==> src/rtl/scl_div_pkg.sv <==
package scl_div_pkg;
  localparam int HP_W    = 8;
  localparam int DM_W    = 4;
  localparam int DE_W    = 3;
  localparam int OSC_DIV = 10;
  localparam int HP_MIN  = 5;
  localparam int DM_MIN  = 2;
  localparam logic [HP_W-1:0] HP_RST = 8'h18;
  localparam logic [DM_W-1:0] DM_RST = 4'd2;
  localparam logic [DE_W-1:0] DE_RST = 3'd0;

  typedef struct packed {
    logic [HP_W-1:0] hp;
    logic [DM_W-1:0] dm;
    logic [DE_W-1:0] de;
  } div_cfg_t;
endpackage

==> src/rtl/scl_div_cfg.sv <==
module scl_div_cfg
  import scl_div_pkg::*;
(
  input  logic            clk,
  input  logic            rst_n,
  input  logic            load,
  input  logic            hp_we,
  input  logic [7:0]      hp_wdata,
  input  logic            div_we,
  input  logic [7:0]      div_wdata,
  output div_cfg_t        act_cfg
);
  localparam int DE_LSB = 0;
  localparam int DM_LSB = DE_LSB + DE_W;

  div_cfg_t pend_q, pend_nx, act_q, act_nx;
  logic [HP_W-1:0] hp_in;
  logic [DM_W-1:0] dm_in;
  logic [DE_W-1:0] de_in;

  always_comb begin
    hp_in = hp_wdata[HP_W-1:0];
    if (hp_in < HP_W'(HP_MIN)) hp_in = HP_W'(HP_MIN);
    dm_in = div_wdata[DM_LSB +: DM_W];
    if (dm_in < DM_W'(DM_MIN)) dm_in = DM_W'(DM_MIN);
    de_in = div_wdata[DE_LSB +: DE_W];
  end

  always_comb begin
    pend_nx = pend_q;
    if (hp_we) pend_nx.hp = hp_in;
    if (div_we) begin
      pend_nx.dm = dm_in;
      pend_nx.de = de_in;
    end
    act_nx = act_q;
    if (load) act_nx = pend_q;
  end

  always_ff @(posedge clk or negedge rst_n) begin
    if (!rst_n) begin
      pend_q <= '{hp: HP_RST, dm: DM_RST, de: DE_RST};
      act_q  <= '{hp: HP_RST, dm: DM_RST, de: DE_RST};
    end else begin
      if (hp_we || div_we) pend_q <= pend_nx;
      if (load) act_q <= act_nx;
    end
  end

  assign act_cfg = act_q;
endmodule

==> src/rtl/scl_div_halfper.sv <==
module scl_div_halfper
  import scl_div_pkg::*;
(
  input  logic            clk,
  input  logic            rst_n,
  input  logic            clr,
  input  logic [HP_W-1:0] hp,
  output logic            pulse
);
  logic [HP_W-1:0] cnt_q, cnt_nx;
  logic            ph_q, ph_nx;
  logic            wrap;

  always_comb begin
    wrap   = (cnt_q == hp);
    pulse  = wrap && ph_q;
    cnt_nx = wrap ? '0 : cnt_q + 1'b1;
    ph_nx  = wrap ? ~ph_q : ph_q;
    if (clr) begin
      cnt_nx = '0;
      ph_nx  = 1'b0;
    end
  end

  always_ff @(posedge clk or negedge rst_n) begin
    if (!rst_n) begin
      cnt_q <= '0;
      ph_q  <= 1'b0;
    end else begin
      cnt_q <= cnt_nx;
      ph_q  <= ph_nx;
    end
  end
endmodule

==> src/rtl/scl_div_chain.sv <==
module scl_div_chain
  import scl_div_pkg::*;
#(
  parameter int PRE_W = (1 << DE_W) - 1
) (
  input  logic            clk,
  input  logic            rst_n,
  input  logic            clr,
  input  logic            in_pulse,
  input  logic [DE_W-1:0] de,
  input  logic [DM_W-1:0] dm,
  output logic            tick
);
  logic [PRE_W-1:0] pre_q, pre_nx, pre_lim;
  logic [DM_W-1:0]  mul_q, mul_nx;
  logic             pre_en, pre_term, mul_en, mul_term;

  always_comb begin
    for (int i = 0; i < PRE_W; i++) pre_lim[i] = (i < int'(de));
  end

  always_comb begin
    pre_term = (pre_q == pre_lim);
    mul_term = (mul_q == dm);
    pre_en   = in_pulse || clr;
    mul_en   = (in_pulse && pre_term) || clr;
    tick     = in_pulse && pre_term && mul_term;
    pre_nx   = pre_term ? '0 : pre_q + 1'b1;
    mul_nx   = mul_term ? '0 : mul_q + 1'b1;
    if (clr) begin
      pre_nx = '0;
      mul_nx = '0;
    end
  end

  always_ff @(posedge clk or negedge rst_n) begin
    if (!rst_n) begin
      pre_q <= '0;
      mul_q <= '0;
    end else begin
      if (pre_en) pre_q <= pre_nx;
      if (mul_en) mul_q <= mul_nx;
    end
  end
endmodule

==> src/rtl/scl_div_osc.sv <==
module scl_div_osc
  import scl_div_pkg::*;
#(
  parameter int DIV = OSC_DIV
) (
  input  logic clk,
  input  logic rst_n,
  input  logic clr,
  input  logic tick,
  output logic scl,
  output logic boundary
);
  localparam int OSC_W = $clog2(DIV);
  localparam int HALF  = DIV / 2;

  logic [OSC_W-1:0] cnt_q, cnt_nx;
  logic             scl_q, scl_nx;
  logic             at_last, at_half, en;

  always_comb begin
    at_last  = (cnt_q == OSC_W'(DIV - 1));
    at_half  = (cnt_q == OSC_W'(HALF - 1));
    boundary = tick && at_last;
    en       = tick || clr;
    cnt_nx   = at_last ? '0 : cnt_q + 1'b1;
    scl_nx   = scl_q;
    if (at_last) scl_nx = 1'b1;
    else if (at_half) scl_nx = 1'b0;
    if (clr) begin
      cnt_nx = '0;
      scl_nx = 1'b1;
    end
  end

  always_ff @(posedge clk or negedge rst_n) begin
    if (!rst_n) begin
      cnt_q <= '0;
      scl_q <= 1'b1;
    end else if (en) begin
      cnt_q <= cnt_nx;
      scl_q <= scl_nx;
    end
  end

  assign scl = scl_q;
endmodule

==> src/rtl/scl_clock_gen.sv <==
module scl_clock_gen
  import scl_div_pkg::*;
(
  input  logic       clk,
  input  logic       rst_n,
  input  logic       clr,
  input  logic       hp_we,
  input  logic [7:0] hp_wdata,
  input  logic       div_we,
  input  logic [7:0] div_wdata,
  output logic       tick_o,
  output logic       scl_o
);
  logic [1:0]      rst_sync_q;
  logic            rst_int_n;
  div_cfg_t        act_cfg;
  logic [HP_W-1:0] act_hp;
  logic [DM_W-1:0] act_dm;
  logic [DE_W-1:0] act_de;
  logic            hp_pulse, tick, boundary, load;

  always_ff @(posedge clk or negedge rst_n) begin
    if (!rst_n) rst_sync_q <= 2'b00;
    else        rst_sync_q <= {rst_sync_q[0], 1'b1};
  end
  assign rst_int_n = rst_sync_q[1];

  assign load   = boundary || clr;
  assign act_hp = act_cfg.hp;
  assign act_dm = act_cfg.dm;
  assign act_de = act_cfg.de;

  scl_div_cfg u_cfg (
    .clk(clk), .rst_n(rst_int_n), .load(load),
    .hp_we(hp_we), .hp_wdata(hp_wdata),
    .div_we(div_we), .div_wdata(div_wdata),
    .act_cfg(act_cfg)
  );

  scl_div_halfper u_hp (
    .clk(clk), .rst_n(rst_int_n), .clr(clr), .hp(act_hp), .pulse(hp_pulse)
  );

  scl_div_chain u_chain (
    .clk(clk), .rst_n(rst_int_n), .clr(clr), .in_pulse(hp_pulse),
    .de(act_de), .dm(act_dm), .tick(tick)
  );

  scl_div_osc u_osc (
    .clk(clk), .rst_n(rst_int_n), .clr(clr), .tick(tick),
    .scl(scl_o), .boundary(boundary)
  );

  assign tick_o = tick;
endmodule

==> config.mk <==
export PLATFORM = sky130hd
export DESIGN_NAME = scl_clock_gen
export DESIGN_NICKNAME = d
export VERILOG_FILES = /design/src/rtl/scl_div_pkg.sv /design/src/rtl/scl_div_cfg.sv /design/src/rtl/scl_div_halfper.sv /design/src/rtl/scl_div_chain.sv /design/src/rtl/scl_div_osc.sv /design/src/rtl/scl_clock_gen.sv
export SDC_FILE = /design/constraint.sdc
export NUM_CORES = 1
export LEC_CHECK = 0
export BUFFER_PORTS_ARGS = -buffer_cell sky130_fd_sc_hd__buf_2
export CELL_PAD_IN_SITES_DETAIL_PLACEMENT = 0
export CELL_PAD_IN_SITES_GLOBAL_PLACEMENT = 2
export CORE_UTILIZATION = 42
export CTS_BUF_LIST = sky130_fd_sc_hd__clkbuf_16
export CTS_CLUSTER_DIAMETER = 150
export DETAILED_ROUTE_END_ITERATION = 8
export PLACE_DENSITY_LB_ADDON = 0.1
export SLEW_MARGIN = 20
export SYNTH_ARGS = -nofsm -noshare
export SYNTH_HDL_FRONTEND = slang
export SYNTH_SLANG_ARGS = --single-unit
==> constraint.sdc <==
create_clock -name clk -period 3.12 [get_ports clk]
set_input_delay 0.156 -clock clk [delete_from_list [all_inputs] [get_ports clk]]
set_output_delay 0.156 -clock clk [all_outputs]
set_load 0.02 [all_outputs]
==> results.txt, run 1 <==
status: completed
Critical Path Source Type: flop
multiplexer area fraction after synthesis: 0.04977
Post-Synth Simple-Gate Area: 0.2285
layout cells sized above 1: 0.1968
critical path, cell by cell: xnor2_1 -> nor3_1 -> a211oi_2 -> and4bb_1 -> buf_2
Clock Power Share: 0.441
Via density: 5.391
Synth top cells by count: dfrtp_1, nand2_1, nor2_1
Area Growth Syn to Fin: 14.78%
Highest Signal Layer: met4
post-synthesis xor/xnor area fraction: 0.05279
input/output buffers: 21
CTS tree: built
Core ar.: 7687 um^2
FFs w/ async S/R, synth: 1.000
total track usage: 0.1994
final count of pins violating max slew: 0
CP Max Fanout: 12
Initial DRC Count: 126
min cycle time layout: 2.598 ns
largest family of logic cells by synthesized area: simple AND/OR/NAND/NOR gates
Worst setup EP type: output pin
post-CTS setup buffer count: 0
met2 wire len: 3.163 mm
Combinational Power Share: 0.131
first-pass GRT wire length: 12.99 mm
post-synthesis register bit count: 57
post-synthesis adder-cell area fraction: 0.02262
CTS Sinks: 57
Row Count: 32
clk slew on worst S/H paths: 0.05 ns
initial core utilization: 0.4316
Top FF cell, synth: dfrtp_1
CTS max path bufs: 2
Syn Nets: 372
die width: 90.89 um
post-CTS sizing: 0
Die ar.: 8260 um^2
Final Cycle Share: 0.8328
LEAKAGE: 1.592 nW
Sw Share: 0.2831
vias in the first global route: 2551
critical path class: reg2out
die height: 90.89 um
mean routed wirelength per cell: 15.28 um
Arrival @ worst endpoint: 2.44 ns
Post-DP HPWL: 4.917 mm
Hold Vio Cnt, Final: 0
fmax: 0.3848 GHz
Cell Pwr Density: 529.5 nW/um^2
CP max stage cell: a211oi_2
Antenna Cells: 0
share of the synthesized area in the top cell type: 0.3771
Max Cap Viol: 0
Finished Cell Area: 3809 um^2
CTS root buffer: clkbuf_16
Slew headroom: 0.3055
Final setup violation count: 0
top-count cell post-synth: dfrtp_1
Internal Power: 1.446 mW
nets: 393
H-tree levels: 3
drt drc: 0
pin count of the biggest net entering global routing: 34
drt pass-1 iters: 4
largest area contributor in the netlist: dfrtp_1
EDFF count, synth: 0
HP Class: in2reg
top cells by area, synth: dfrtp_1, dfstp_2, o41ai_1, nand2b_1, mux2_2
sequential share of power: 0.428
WL met3: 184 um
initial antenna violation count: 0
Synth Area in Compound Gates: 0.1663
sequential fraction of the synthesis area: 0.4325
WL met1: 3.786 mm
number of vias in the routed layout: 2550
area post-placement: 3527 um^2
Mapped Cells: 345
clk_skew: 0.005004 ns
measured slew at the worst slew-check pin: 1.042 ns
synthesized area: 3318 um^2
worst hold path depth: 2
GR Overflow Total: 0
worst skew pair latency: 0.32 ns
Register-to-Register Path Depth: 7
post-route ant nets: 0
RSZ-0062 raised after global routing: false
final wirelength: 7.226 mm
unique cell type count in the Yosys netlist: 56
VDD IR-drop max: 0.0002367 V
routability congestion estimate: 0.7322
Warnings, synthesis: 0
Req. time, crit path: 2.96 ns
Total Neg Setup Slack: 0 ns
post-synthesis area per instance: 9.618 um^2
# IOs: 23
biggest cell delay along the critical path: 0.80 ns
CTS Buf Count: 9
total net switching power: 570.8 uW
worst max-delay path, delay by kind of cell, from the launching register on:
kind	cells	cell delay (ns)
and+or+nand+nor	2	0.43
xor gates and xnor gates	1	0.16
buffers and inverters	1	0.19
AOI/OAI and AO/OA	1	0.80
DFF	1	0.52
layer usage:
metal	global-route usage	up-vias
met1	0.2868	1216
met2	0.2967	33
li1	-	1293
met3	0.05051	8
met5	0	-
met4	0.05556	0
cells in the final DEF (no fill, tap or decap), types with 2 or more instances in the layout:
cell type   count
nand2b_1       22
mux2_2         11
ha_1            6
a21oi_1         7
clkinv_2        2
nor2_1         27
o22ai_1         2
nand4_1         4
o211ai_1        4
a221o_1         2
buf_2          21
inv_1          12
a211oi_2        2
mux2i_1         3
xnor2_1        11
a211o_1         3
buf_4          10
nor4_4          2
o41ai_1        17
nand2_1        28
a31oi_1         2
dfstp_2         7
and3b_1         2
nor2b_1         4
o21ai_0         5
o21bai_1       16
clkbuf_16       9
clkinvlp_4      2
nor3_1          7
nand3b_1        2
and3_1          5
xor2_1          9
nand3_1        24
nor4_1          4
a32o_1          2
dfrtp_1        49
power by group through the flow:
stage               Combinational (mW)  Clock, mW  Sequential [mW]
finish                           0.264      0.890            0.863
floorplan                        0.205          0            0.854
CTS                              0.267      0.912            0.864
global placement                 0.262          0            0.875
global route                     0.297      0.952            0.875
detailed placement               0.265          0            0.876
cell families (layout without fill, tap and decap cells):
group,after synthesis,after routing
flip-flops,57,57
multiplexers,15,15
AND/OR/NAND/NOR,141,141
other,1,1
buffers and inverters,34,60
adder cells (fa/ha/maj),6,6
AO/OA/AOI/OAI,71,71
XOR/XNOR,20,20
area by class of cell:
| type | count | area (um^2) |
|---|---|---|
| Sequential cell | 57 | 1436 |
| Timing Repair Buffer | 32 | 190.2 |
| Clock buffer | 9 | 225.2 |
| Clock inverter | 7 | 46.29 |
| Tap cell | 102 | 127.6 |
| Multi-Input combinational cell | 254 | 1738 |
| Fill cell | 768 | 3879 |
| Inverter | 12 | 45.04 |
repair_timing:
item | in CTS | in global routing
setup endpoints to repair | 0 | 0
hold buffers | 1 | 0
endpoints found under the hold margin | 2 | 0
stage by stage:
stage / hold slack (ns) / std cells / total power [mW] / util / worst slack [ns]
2_1_floorplan: -0.1396 / 345 / 1.058 / - / 0.9936
3_3_place_gp: -0.05931 / 456 / 1.136 / 0.4588 / 0.5496
3_5_place_dp: -0.05844 / 456 / 1.141 / 0.4588 / 0.5494
4_1_cts: 0.05844 / 473 / 2.043 / 0.4954 / 0.4923
5_1_grt: 0.05679 / 473 / 2.124 / 0.4954 / 0.3135
6_report: 0.06777 / 473 / 2.017 / 0.4954 / 0.5215
final timing paths:
kind                             startpoint                 to  slack [ns]
hold reg to reg               rst_sync_q[1]   u_cfg.act_cfg[9]        0.32
hold / removal                 div_wdata[0]    u_cfg.pend_q[0]        0.07
min in group asynchronous             rst_n      rst_sync_q[1]        0.15
setup / recovery           u_cfg.act_cfg[1]             tick_o        0.52
max in group asynchronous     rst_sync_q[1]  u_cfg.act_cfg[11]        1.94
setup reg to reg           u_cfg.act_cfg[1]          u_osc.scl        0.58
sequential cells by signal (all words and copies together), names as in the netlist:
| name | flops |
|---|---|
| u_cfg.act_cfg | 15 |
| u_cfg.pend_q | 15 |
| u_hp.cnt_q | 8 |
| u_chain.pre_q | 7 |
| u_chain.mul_q | 4 |
| u_osc.cnt_q | 4 |
| rst_sync_q | 2 |
| u_hp.ph_q | 1 |
| u_osc.scl | 1 |
Note: power is estimated with default switching activity, not from simulation.
==> inputs of run 2 (changes only) <==
Settings changed: CORE_UTILIZATION 42 to 39.
Clock period 3.12 ns to 2.6 ns, I/O delays scaled along.
==> results.txt, run 2 (synthesized netlist as in run 1, its figures left out) <==
status: completed
routability congestion estimate: 0.7763
CTS tree: built
Critical path origin: u_cfg.act_cfg[1]
vias in the first global route: 2562
worst hold path depth: 2
min cycle time layout: 2.373 ns
initial antenna violation count: 0
CP Max Fanout: 12
final count of pins violating max slew: 0
mean routed wirelength per cell: 15.62 um
Row Count: 33
Antenna Cells: 0
final wirelength: 7.527 mm
Hold Path End: u_cfg.pend_q[2]
Register-to-Register Path Depth: 6
drt pass-1 iters: 4
CTS root buffer: clkbuf_16
Via density: 5.392
biggest cell delay along the critical path: 0.62 ns
clk_skew: 0.007714 ns
Reg-to-Reg End: u_cfg.act_cfg[8]
Layout fillers: 793
drt drc: 0
post-CTS setup buffer count: 0
Critical Path Source Type: flop
min-delay src: div_wdata[2]
critical path, cell by cell: xnor2_1 -> nor3_1 -> a211oi_4 -> and4bb_1 -> buf_2
Die ar.: 8881 um^2
post-route ant nets: 0
LEAKAGE: 1.645 nW
Total Neg Setup Slack: 0 ns
layout cells sized above 1: 0.2016
fmax: 0.4215 GHz
Cell Pwr Density: 639.3 nW/um^2
most common cell after layout, fill and taps aside: dfrtp_1
Worst setup EP type: output pin
number of vias in the routed layout: 2599
commonest non-fill, non-tap cells in the layout: dfrtp_1, nand2_1, nor2_1, nand3_1, nand2b_1
total track usage: 0.1926
die height: 94.24 um
# IOs: 23
CP max stage cell: a211oi_4
die width: 94.24 um
Req. time, crit path: 2.47 ns
Reg2Reg Setup Slack: 0.27 ns
Initial DRC Count: 108
Post-DP HPWL: 5.199 mm
HP Class: in2reg
initial core utilization: 0.4038
nets: 399
clk slew on worst S/H paths: 0.05 ns
CTS Sinks: 57
pin count of the biggest net entering global routing: 44
Slew headroom: 0.5447
GR Overflow Total: 0
CTS max path bufs: 2
Final setup violation count: 0
critical path class: reg2out
Arrival @ worst endpoint: 2.24 ns
VDD IR-drop max: 0.0003317 V
Final Cycle Share: 0.9126
H-tree levels: 3
area of the multi-input gates: 1745 um^2
measured slew at the worst slew-check pin: 0.6830 ns
FF/Latch Area: 1436 um^2
Area Growth Syn to Fin: 17.12%
Max Cap Viol: 0
worst skew pair latency: 0.32 ns
first-pass GRT wire length: 13.21 mm
Hold Vio Cnt, Final: 0
Core ar.: 8217 um^2
Tot Pwr: 2.485 mW
RSZ-0062 raised after global routing: false
CTS Buf Count: 9
input/output buffers: 21
worst r2r src: u_cfg.act_cfg[1]
-- run 2: cell types whose count changed in the layout (fill, tap and decap cells not counted), sizes merged --
| cell | delta |
|---|---|
| bufinv | +1 |
| clkinvlp | -2 |
| inv | +1 |
| buf | +6 |
-- run 2: repair_timing --
item | in CTS | in global routing
gates resized for setup | 0 | 1
hold buffers | 1 | 0
endpoints found under the setup margin | 0 | 1
hold endpoints to repair | 2 | 0
-- run 2: area by class of cell --
class	instances	share of cell area
Tap cell	105	0.03381
Timing Repair Buffer	38	0.06375
Multi-Input combinational cell	254	0.4491
Clock inverter	7	0.01417
Sequential cell	57	0.3696
Inverter	12	0.01159
Clock buffer	9	0.05795
-- run 2: through the flow --
stage	utilization	setup WS, ns	hold WS [ns]	cells	cell area [um^2]
after global placement	0.4367	0.2577	-0.08527	465	3588
after floorplan	-	0.4736	-0.1656	345	3318
after CTS	0.4721	0.02600	0.02999	482	3879
final	0.4730	0.2273	0.03623	482	3886
after global routing	0.4730	0.1046	0.03287	482	3886
after detailed placement	0.4367	0.2224	-0.08345	465	3588
-- run 2: critical path, delay by kind of cell (launching register included) --
| kind | cells | cell delay, ns |
|---|---|---|
| XOR/XNOR | 1 | 0.17 |
| AO/OA/AOI/OAI | 1 | 0.62 |
| buffers and inverters | 1 | 0.17 |
| AND/OR/NAND/NOR | 2 | 0.42 |
| flip-flops | 1 | 0.55 |
-- run 2: how the worst max path moves through the flow --
| stage | endpoint |
|---|---|
| 3_3_place_gp | u_osc.cnt_q[0] |
| 3_5_place_dp | u_osc.cnt_q[0] |
| 5_1_grt | u_cfg.act_cfg[14] |
| 6_report | tick_o |
| 4_1_cts | tick_o |
| 2_1_floorplan | u_osc.cnt_q[0] |
-- run 2: metal layers --
metal  GRT usage  part of all wire  up-vias
met5           0                 0        -
met4     0.06923             0.012        0
met3     0.03398             0.023        9
met2      0.2856              0.44       37
met1      0.2783              0.52     1248
li1            -                 -     1305
-- run 2: power breakdown --
group	internal, mW	switching, mW
clock network	0.722	0.385
registers	0.959	0.0798
logic	0.150	0.188
